==> src/rtl/ptm_pkg.sv <==
`timescale 1ns/1ps
package ptm_pkg;
  localparam int unsigned NUM_PAGES = 8;
  localparam int unsigned PAGE_W    = 8;
  localparam int unsigned LOG_AW    = 16;
  localparam int unsigned OFFS_W    = 13;
  localparam int unsigned SEL_W     = $clog2(NUM_PAGES);
  localparam int unsigned PHYS_AW   = OFFS_W + PAGE_W;
endpackage

==> src/rtl/ptm_page_bank.sv <==
`timescale 1ns/1ps
module ptm_page_bank #(
  parameter int unsigned N         = 8,
  parameter int unsigned W         = 8,
  parameter int unsigned BOOT_IDX  = N - 1,
  parameter logic [W-1:0] BOOT_PAGE = '0,
  parameter logic [W-1:0] RST_PAGE  = '0
) (
  input  logic                  clk_i,
  input  logic                  rst_ni,
  input  logic                  we_i,
  input  logic [N-1:0]          mask_i,
  input  logic [W-1:0]          wdata_i,
  output logic [N-1:0][W-1:0]   pages_o
);
  for (genvar g = 0; g < N; g++) begin : g_reg
    localparam logic [W-1:0] RV = (g == BOOT_IDX) ? BOOT_PAGE : RST_PAGE;
    always_ff @(posedge clk_i or negedge rst_ni) begin
      if (!rst_ni)                pages_o[g] <= RV;
      else if (we_i && mask_i[g]) pages_o[g] <= wdata_i;
    end
  end
endmodule

==> src/rtl/ptm_readback.sv <==
`timescale 1ns/1ps
module ptm_readback #(
  parameter int unsigned N = 8,
  parameter int unsigned W = 8
) (
  input  logic                clk_i,
  input  logic                rst_ni,
  input  logic                re_i,
  input  logic [N-1:0]        mask_i,
  input  logic [N-1:0][W-1:0] pages_i,
  output logic [W-1:0]        rdata_o
);
  logic [W-1:0] pick;

  // scan downward so the lowest selected index wins
  always_comb begin
    pick = '0;
    for (int i = N - 1; i >= 0; i--) begin
      if (mask_i[i]) pick = pages_i[i];
    end
  end

  always_ff @(posedge clk_i or negedge rst_ni) begin
    if (!rst_ni)   rdata_o <= '0;
    else if (re_i) rdata_o <= pick;
  end
endmodule

==> src/rtl/ptm_xlate.sv <==
`timescale 1ns/1ps
module ptm_xlate #(
  parameter int unsigned N       = 8,
  parameter int unsigned W       = 8,
  parameter int unsigned LOG_AW  = 16,
  parameter int unsigned OFFS_W  = 13,
  parameter bit          REG_OUT = 1'b0,
  localparam int unsigned SEL_W  = LOG_AW - OFFS_W,
  localparam int unsigned PA_W   = OFFS_W + W
) (
  input  logic                clk_i,
  input  logic                rst_ni,
  input  logic [LOG_AW-1:0]   laddr_i,
  input  logic [N-1:0][W-1:0] pages_i,
  output logic [PA_W-1:0]     phys_o
);
  logic [SEL_W-1:0] win;
  logic [PA_W-1:0]  phys_c;

  assign win    = laddr_i[LOG_AW-1:OFFS_W];
  assign phys_c = {pages_i[win], laddr_i[OFFS_W-1:0]};

  if (REG_OUT) begin : g_reg
    always_ff @(posedge clk_i or negedge rst_ni) begin
      if (!rst_ni) phys_o <= '0;
      else         phys_o <= phys_c;
    end
  end else begin : g_comb
    logic unused_clk;
    assign unused_clk = clk_i ^ rst_ni;
    assign phys_o = phys_c;
  end
endmodule

==> src/rtl/ptm_mapper.sv <==
`timescale 1ns/1ps
module ptm_mapper #(
  parameter int unsigned N       = ptm_pkg::NUM_PAGES,
  parameter int unsigned W       = ptm_pkg::PAGE_W,
  parameter int unsigned LOG_AW  = ptm_pkg::LOG_AW,
  parameter int unsigned OFFS_W  = ptm_pkg::OFFS_W,
  parameter bit          REG_OUT = 1'b0,
  localparam int unsigned PA_W   = OFFS_W + W
) (
  input  logic              clk_i,
  input  logic              rst_ni,
  input  logic [LOG_AW-1:0] laddr_i,
  output logic [PA_W-1:0]   phys_o,
  input  logic              wr_en_i,
  input  logic              rd_en_i,
  input  logic [N-1:0]      mask_i,
  input  logic [W-1:0]      wdata_i,
  output logic [W-1:0]      rdata_o
);
  logic [N-1:0][W-1:0] pages;

  ptm_page_bank #(.N(N), .W(W)) bank_i (
    .clk_i, .rst_ni, .we_i(wr_en_i), .mask_i, .wdata_i, .pages_o(pages)
  );

  ptm_readback #(.N(N), .W(W)) rb_i (
    .clk_i, .rst_ni, .re_i(rd_en_i), .mask_i, .pages_i(pages), .rdata_o
  );

  ptm_xlate #(.N(N), .W(W), .LOG_AW(LOG_AW), .OFFS_W(OFFS_W), .REG_OUT(REG_OUT)) xl_i (
    .clk_i, .rst_ni, .laddr_i, .pages_i(pages), .phys_o
  );
endmodule

==> config.mk <==
export PLATFORM = sky130hd
export DESIGN_NAME = ptm_mapper
export DESIGN_NICKNAME = d
export VERILOG_FILES = /design/src/rtl/ptm_pkg.sv /design/src/rtl/ptm_page_bank.sv /design/src/rtl/ptm_readback.sv /design/src/rtl/ptm_xlate.sv /design/src/rtl/ptm_mapper.sv
export SDC_FILE = /design/constraint.sdc
export NUM_CORES = 1
export LEC_CHECK = 0
export BUFFER_PORTS_ARGS = -buffer_cell sky130_fd_sc_hd__clkbuf_2
export CAP_MARGIN = 20
export CORE_ASPECT_RATIO = 1.75
export CORE_UTILIZATION = 50
export CTS_BUF_LIST = sky130_fd_sc_hd__clkbuf_4 sky130_fd_sc_hd__clkbuf_8 sky130_fd_sc_hd__clkbuf_16
export CTS_CLUSTER_SIZE = 8
export DETAILED_ROUTE_END_ITERATION = 12
export PLACE_DENSITY = 0.74
export SLEW_MARGIN = 20
export SYNTH_ARGS = -nofsm -noshare
export SYNTH_HDL_FRONTEND = slang
export SYNTH_SLANG_ARGS = --single-unit
==> constraint.sdc <==
create_clock -name clk_i -period 5.2 [get_ports clk_i]
set_input_delay 1.56 -clock clk_i [delete_from_list [all_inputs] [get_ports clk_i]]
set_output_delay 1.56 -clock clk_i [all_outputs]
set_load 0.005 [all_outputs]
Yosys cells after proc, flatten, opt, wreduce, memory -nomap -nowiden --
Cells that the tools add are included.
Cells by class: $lt $le $gt $ge 1, muxes and demuxes 10, reduce and logical (&&, ||, !) cells 8
Operators with widths (number):
- $mux 8 | 9
- $bmux 8 s3 | 1
- $logic_and 1x1->1 | 8
- $lt 3x4->1 const B | 1
Storage, ports and cells: register bits after elaboration 72, logic and storage cells 28

Depth between registers and ports, before layout --
Gate-level depths: netlist of the first run.
word-level depth 8, mapped depth 6

Cells and area by module --
A second synthesis of the first run with hierarchy kept.
Unflattened totals: cells, all modules 290, area, all modules 4002.6 um^2
Modules (own cells, without submodules):
- ptm_page_bank | times used 1, cells each 137, area an instance 2383.5 um^2, sequential area each 1601.5 um^2
- ptm_readback | times used 1, cells each 111, area an instance 970.9 um^2, sequential area each 200.2 um^2
- ptm_xlate | times used 1, cells each 42, area an instance 648.1 um^2, sequential area each 0.0 um^2

Least setup slack after synthesis of the first run --
Ideal clock, no wire load.
path kind input-to-output, start in laddr_i[13], end out phys_o[13], arrival 2602 ps, data required time 3640 ps, slack 1038 ps, stages 4, cells stage by stage buf_6 > buf_12 > mux4_1 > mux2_2
Between the ends: word-level cells in the longest chain between the ends 2
RTL lines:
- start: declaration | RTL line ptm_mapper.sv:12 | input logic [LOG_AW-1:0] laddr_i,
- $bmux 8 s3 | RTL line ptm_xlate.sv:21 | assign phys_c = {pages_i[win], laddr_i[OFFS_W-1:0]};
- $mux 8 (not written as such) | RTL line ptm_xlate.sv:21
- end: declaration | RTL line ptm_mapper.sv:13 | output logic [PA_W-1:0] phys_o,
Every way passes these cells. The select of a mux whose other input is x is not followed.

Final worst setup path of the first run --
start in laddr_i[13], end out phys_o[16]
Same word-level chain as after synthesis.

==> flow_summary_export.csv, run 1 <==
group,metric,value,unit
outcome,outcome,"finished clean",
yosys,synth_top_family_by_area,"multiplexers",
route,detail_route.wirelength,8810,µm
worst_setup_path,startpoint_type,"primary input",
pwr,total_switching_power,0.000416,W
cts,clock-root-buffer,"sky130_fd_sc_hd__clkbuf_16",
global_route,largest_net_degree_at_the_start_of_global_routing,48,
route,drtIter0Drc,219,
final_layout,flow.area_growth_from_synthesis,10.7,%
global_route,grt_pass1_wl,14300,µm
yosys,post_synth_instance_area,3960,µm²
final_layout,final-seq-area,1800,µm²
floorplan,die_height,120,µm
route,detail_route.vias_per_cell,6.31,
worst_setup_path,worst_ep_arrival_time,3.04,ns
route,ant_nets,0,
yosys,synth_warnings,0,
pwr,power_report.internal_total,0.00125,W
final_layout,antenna-diode-count,0,
job,max-cap-violations,0,
yosys,number_of_storage_elements_in_the_synthesis_netlist,72,
floorplan,dieArea,8300,µm²
timing,finalSetupTns,0,ns
worst_setup_path,critical_path_class,"in2out",
final_layout,final_nets,377,
worst_setup_path,crit_required,3.64,ns
yosys,synthFlopType,"sky130_fd_sc_hd__dfrtp_1",
global_route,track_usage,0.229,
pwr,share_comb_of_total_power,0.172,
cts,clock_tree_sinks,72,
cts,cts_tree,"done",
floorplan,starting_density,0.520,
timing,worst-slew-pin-transition,0.648,ns
final_layout,post_route_cells_drive_above_1_share,0.370,
yosys,syn_avg_cell_area,12.2,µm²
yosys,synth_area_in_xor_xnor,0,
pwr,power_leakage,1.93,nW
timing,slew_headroom,0.567,
timing,fmaxAchievable,218,MHz
yosys,synth_fp_nets,362,
cts,clock_tree.htree_level_count,3,
placement,pre_cts_ws,0.610,ns
route,route.vias.total,2738,
placement,post_detailed_placement_half_perimeter_wirelength,6220,µm
worst_setup_path,crit_fanout,16,
timing,finalMaxSlewViolations,0,
cts,clk_path_buf_depth,2,
cts,cts_inserted_buffers,9,
timing,timing.final.hold_violations,0,
pwr,power_per_cell_area,380,nW/µm²
floorplan,ios,65,
placement,io_buffers,38,
worst_setup_path,cpPeakStageDelay,0.65,ns
cts,path_clk_slew,0.06,ns
timing,setup_slack,0.603,ns
global_route,grt_pass1_vias,2801,
worst_setup_path,end_kind,"output pin",
pwr,switching_share,0.249,
worst_hold_path,hold_class,"reg2reg",
pwr,totalPowerFinal,0.00167,W
yosys,synthSimpleGateAreaFrac,0.0527,
timing,setup_violations,0,
timing,finalClockSkew,0.00688,ns
timing,grt_setup_unrepaired,"no",
final_layout,layout.filler_cells,617,
cts,ctsResizeCount,0,
final_layout,area_taken_by_multi_input_logic_gates,1880,µm²
worst_setup_path,worstPathCellList,"clkbuf_2 -> mux4_1 -> mux2_2 -> clkbuf_2",
pwr,vdd_drop_max,216,µV
timing,finalCritPeriodShare,0.884,
route,detailedRoute.firstPassIterationCount,4,
yosys,synth_seq_area_share,0.455,
cts,hold_buffers,0,
route,routedWlPerCell,20.3,µm
yosys,netlist_instances,326,
yosys,synthArstFlopShare,1.00,
worst_setup_path,critical_path.slowest_cell,"sky130_fd_sc_hd__mux4_1",
floorplan,rows,42,
pwr,clock_power_share,0.400,
yosys,synthMuxAreaShare,0.310,
floorplan,floorplan.core_area,7620,µm²
floorplan,chipWidth,69.3,µm
cts,cts_post_setup_buffers_inserted,0,
cts,clk_latency,0.34,ns
yosys,compound_gate_portion_of_the_synthesized_area,0.112,
yosys,synth_enable_flop_cells,0,
global_route,grt_antenna_before_repair,0,
yosys,synth-adder-area-share,0,
route,drt_drc_violations_left,0,
placement,gp_congestion,0.916,
timing,post-route-min-period,4.60,ns
pwr,p_seq_frac,0.428,
yosys,synth_cell_type_count,26,
worst_setup_path,timing.critical_path.mode_cell,"sky130_fd_sc_hd__clkbuf_2",
global_route,grt_overflow,0,
## placed cells by master (no fill, tap or decap), drive strengths merged
master / Yosys / final
nor2: 7 / 7
o211ai: 7 / 7
inv: 18 / 18
a221o: 7 / 7
buf: 24 / 2
mux4: 16 / 16
clkbuf: 11 / 50
dfrtp: 72 / 72
nand2: 30 / 30
o21a: 1 / 1
a21o: 1 / 1
mux2: 72 / 72
a21oi: 16 / 16
bufinv: 0 / 2
nor2b: 9 / 9
nand2b: 1 / 1
nand3b: 1 / 1
a31oi: 1 / 1
a221oi: 9 / 9
o41ai: 7 / 7
o21ai: 16 / 16
clkinv: 0 / 1
## power groups by stage
stage | logic [W] | registers [W] | clock network (W)
floorplan | 0.000214 | 0.000697 | 0
global placement | 0.000273 | 0.000719 | 0
detailed placement | 0.000285 | 0.000720 | 0
CTS | 0.000289 | 0.000712 | 0.000676
finish | 0.000287 | 0.000714 | 0.000668
global route | 0.000315 | 0.000724 | 0.000702
## cells in the mapped netlist (7+ instances only)
library cell                n  area share
sky130_fd_sc_hd__buf_2      8       0.010
sky130_fd_sc_hd__nor2b_1    9       0.014
sky130_fd_sc_hd__o211ai_1   7       0.013
sky130_fd_sc_hd__o41ai_1    7       0.015
sky130_fd_sc_hd__a221o_1    7       0.018
sky130_fd_sc_hd__a21oi_1   16       0.020
sky130_fd_sc_hd__nand2_1   30       0.028
sky130_fd_sc_hd__mux4_1    15       0.099
sky130_fd_sc_hd__mux2_2    72        0.20
sky130_fd_sc_hd__dfrtp_1   72        0.45
sky130_fd_sc_hd__o21ai_0   15       0.019
sky130_fd_sc_hd__clkbuf_1  11       0.010
sky130_fd_sc_hd__a221oi_1   9       0.020
sky130_fd_sc_hd__nor2_1     7      0.0066
sky130_fd_sc_hd__buf_4     13       0.025
sky130_fd_sc_hd__inv_1     18       0.017
## layer usage
layer	vias up	track usage	wire length (µm)
met5	-	0	0
met4	0	0.117	190
met3	22	0.0596	411
met2	86	0.376	4670
met1	1391	0.275	3540
li1	1239	-	-
## final timing paths
path,depth (start not counted),to,slack [ns],start
min in group asynchronous,1,bank_i.pages_o[23],1.22,rst_ni
max in group asynchronous,2,bank_i.pages_o[37],3.19,rst_ni
min reg2reg,2,rb_i.rdata_o[5],0.51,rb_i.rdata_o[5]
max reg2reg,4,rb_i.rdata_o[3],3.92,bank_i.pages_o[27]
max,4,phys_o[16],0.60,laddr_i[13]
min,2,rb_i.rdata_o[5],0.51,rb_i.rdata_o[5]
## cells by family after synthesis
family,count (synthesis)
mux,88
flops,72
simple gates,48
buf+inv,53
compound gates,65
## state kept, by name, indices dropped and copies added, names as in the netlist
register / count
rb_i.rdata_o: 8
bank_i.pages_o: 64
## stage by stage
step	utilization	cells	hold WS, ns	instance area, µm²
3_3_place_gp	0.533	418	0.490	4060
6_report	0.576	434	0.507	4390
5_1_grt	0.576	434	0.531	4390
2_1_floorplan	-	326	0.488	3960
4_1_cts	0.575	434	0.508	4380
3_5_place_dp	0.533	418	0.492	4060
## worst max-delay path: cells and delay by family
kind,cells,cell delay (ns)
buffers and inverters,2,0.53
multiplexers,2,0.94
## area by class of cell
class,instances,area share
clock buffer,13,0.0596
clock inverter,3,0.0148
inverter,18,0.0154
multi-input combinational,201,0.429
sequential,72,0.411
tap,88,0.0251
timing repair buffer,39,0.0456
Note: power is estimated with default switching activity, not from simulation.
==> inputs of run 2 (changes only) <==
Settings changed: SKIP_LAST_GASP set to 1.
Clock period 5.2 ns to 5 ns, I/O delays scaled along.
==> flow_summary_export.csv, run 2 (synthesis results as in run 1) <==
group,metric,value,unit
floorplan,ios,65,
worst_setup_path,setup.reg_to_reg.worst_slack,3.70,ns
timing,setup_violations,0,
final_layout,flow.area_growth_from_synthesis,10.5,%
outcome,outcome,"finished clean",
final_layout,antenna-diode-count,0,
cts,hold_buffers,0,
final_layout,reg.largest.list,"bank_i.pages_o: 64 flops, rb_i.rdata_o: 8 flops",
route,detail_route.wirelength,8860,µm
worst_setup_path,worst_ep_arrival_time,2.98,ns
pwr,share_comb_of_total_power,0.173,
route,detailedRoute.firstPassIterationCount,4,
route,detail_route.vias_per_cell,6.26,
final_layout,post_route_cells_drive_above_1_share,0.370,
worst_setup_path,timing.critical_path.mode_cell,"sky130_fd_sc_hd__clkbuf_2",
floorplan,die_height,120,µm
pwr,clock_power_share,0.394,
final_layout,fin_area,4380,µm²
timing,slew_headroom,0.537,
placement,gp_congestion,0.944,
pwr,power_report.internal_total,0.00128,W
pwr,vdd_drop_max,245,µV
cts,cts_tree,"done",
placement,post_detailed_placement_half_perimeter_wirelength,6360,µm
pwr,total_switching_power,0.000438,W
timing,finalMaxSlewViolations,0,
global_route,largest_net_degree_at_the_start_of_global_routing,56,
timing,finalCritPeriodShare,0.895,
worst_setup_path,ff2ff_path_depth,4,
floorplan,dieArea,8300,µm²
route,routedWlPerCell,20.4,µm
timing,finalClockSkew,0.00441,ns
pwr,switching_share,0.255,
timing,finalSetupTns,0,ns
cts,ctsResizeCount,0,
worst_setup_path,critical_path_class,"in2out",
global_route,grt_pass1_wl,14600,µm
route,route.vias.total,2716,
floorplan,chipWidth,69.3,µm
worst_setup_path,crit_required,3.50,ns
floorplan,rows,42,
worst_setup_path,worst_r2r_endpoint,"rb_i.rdata_o[5]",
final_layout,leading_cell_types_in_the_layout_fill_and_taps_excluded,"sky130_fd_sc_hd__mux2_2, sky130_fd_sc_hd__dfrtp_1, sky130_fd_sc_hd__clkbuf_2",
final_layout,max_reg_flops,64,
cts,clk_path_buf_depth,2,
global_route,grt_overflow,0,
cts,clk_latency,0.34,ns
cts,clock_tree_sinks,72,
timing,fmaxAchievable,223,MHz
worst_setup_path,end_kind,"output pin",
placement,io_buffers,38,
pwr,p_seq_frac,0.433,
worst_setup_path,crit_path_end,"phys_o[15]",
worst_hold_path,hold_class,"reg2reg",
final_layout,final_util,0.575,
cts,clock-root-buffer,"sky130_fd_sc_hd__clkbuf_16",
timing,grt_setup_unrepaired,"no",
timing,worst-slew-pin-transition,0.694,ns
pwr,power_per_cell_area,392,nW/µm²
pwr,power_leakage,1.93,nW
placement,dp_cells,418,
floorplan,floorplan.core_area,7620,µm²
floorplan,starting_density,0.520,
route,drt_drc_violations_left,0,
worst_setup_path,crit_fanout,16,
job,max-cap-violations,0,
final_layout,final_nets,377,
timing,post-route-min-period,4.48,ns
worst_setup_path,reg2reg_from,"bank_i.pages_o[29]",
final_layout,instances_no_fill,434,
global_route,track_usage,0.231,
worst_setup_path,startpoint_type,"primary input",
worst_setup_path,worstSetupStartpoint,"laddr_i[13]",
cts,cts_post_setup_buffers_inserted,0,
global_route,grt_pass1_vias,2824,
cts,clock_tree.htree_level_count,3,
worst_setup_path,cpPeakStageDelay,0.65,ns
route,ant_nets,0,
timing,timing.final.hold_violations,0,
placement,postPlaceCellArea,4060,µm²
route,drtIter0Drc,253,
final_layout,regMostFlops,"bank_i.pages_o",
worst_setup_path,critical_path.slowest_cell,"sky130_fd_sc_hd__mux4_1",
cts,path_clk_slew,0.05,ns
worst_setup_path,worstPathCellList,"clkbuf_2 -> mux4_1 -> mux2_2 -> clkbuf_2",
cts,cts_inserted_buffers,9,
global_route,grt_antenna_before_repair,0,
## run 2: power by group through the flow
| stage | Sequential, W | Combinational, W | Clock [W] |
|---|---|---|---|
| after floorplan | 0.000725 | 0.000223 | 0 |
| after global placement | 0.000748 | 0.000285 | 0 |
| after detailed placement | 0.000749 | 0.000297 | 0 |
| after CTS | 0.000742 | 0.000300 | 0.000687 |
| after global routing | 0.000754 | 0.000327 | 0.000706 |
| final | 0.000744 | 0.000298 | 0.000678 |
## run 2: per-layer routing
layer	global-route usage	up-vias	routed length [µm]
met2	0.373	89	4580
met4	0.136	0	293
met1	0.281	1371	3500
met3	0.0529	33	495
li1	-	1223	-
met5	0	-	0
## run 2: worst min-delay path by stage
stage | depth (start not counted) | to | slack (ns) | from
floorplan | 2 | rb_i.rdata_o[0] | 0.49 | rb_i.rdata_o[0]
global placement | 2 | rb_i.rdata_o[1] | 0.49 | rb_i.rdata_o[1]
detailed placement | 2 | rb_i.rdata_o[1] | 0.49 | rb_i.rdata_o[1]
CTS | 2 | rb_i.rdata_o[1] | 0.51 | rb_i.rdata_o[1]
global route | 1 | bank_i.pages_o[40] | 0.54 | bank_i.pages_o[40]
finish | 2 | rb_i.rdata_o[1] | 0.51 | rb_i.rdata_o[1]
## run 2: through the flow
| step | worst slack, ns | hold WS, ns | total power (W) |
|---|---|---|---|
| 2_1_floorplan | 0.958 | 0.488 | 0.000948 |
| 3_5_place_dp | 0.531 | 0.491 | 0.00105 |
| 3_3_place_gp | 0.601 | 0.490 | 0.00103 |
| 4_1_cts | 0.505 | 0.514 | 0.00173 |
| 6_report | 0.524 | 0.510 | 0.00172 |
| 5_1_grt | 0.486 | 0.543 | 0.00179 |
## run 2: final cells by class
class / count / area [µm²]
Multi-Input combinational cell: 201 / 1880
Sequential cell: 72 / 1800
Timing Repair Buffer: 39 / 198
Clock buffer: 14 / 288
Clock inverter: 2 / 35.0
Fill cell: 623 / 3240
Inverter: 18 / 67.6
Tap cell: 88 / 110
## run 2: critical path: cells and delay by family
family / cells / cell delay (ns)
multiplexers: 2 / 0.95
buffers and inverters: 2 / 0.52
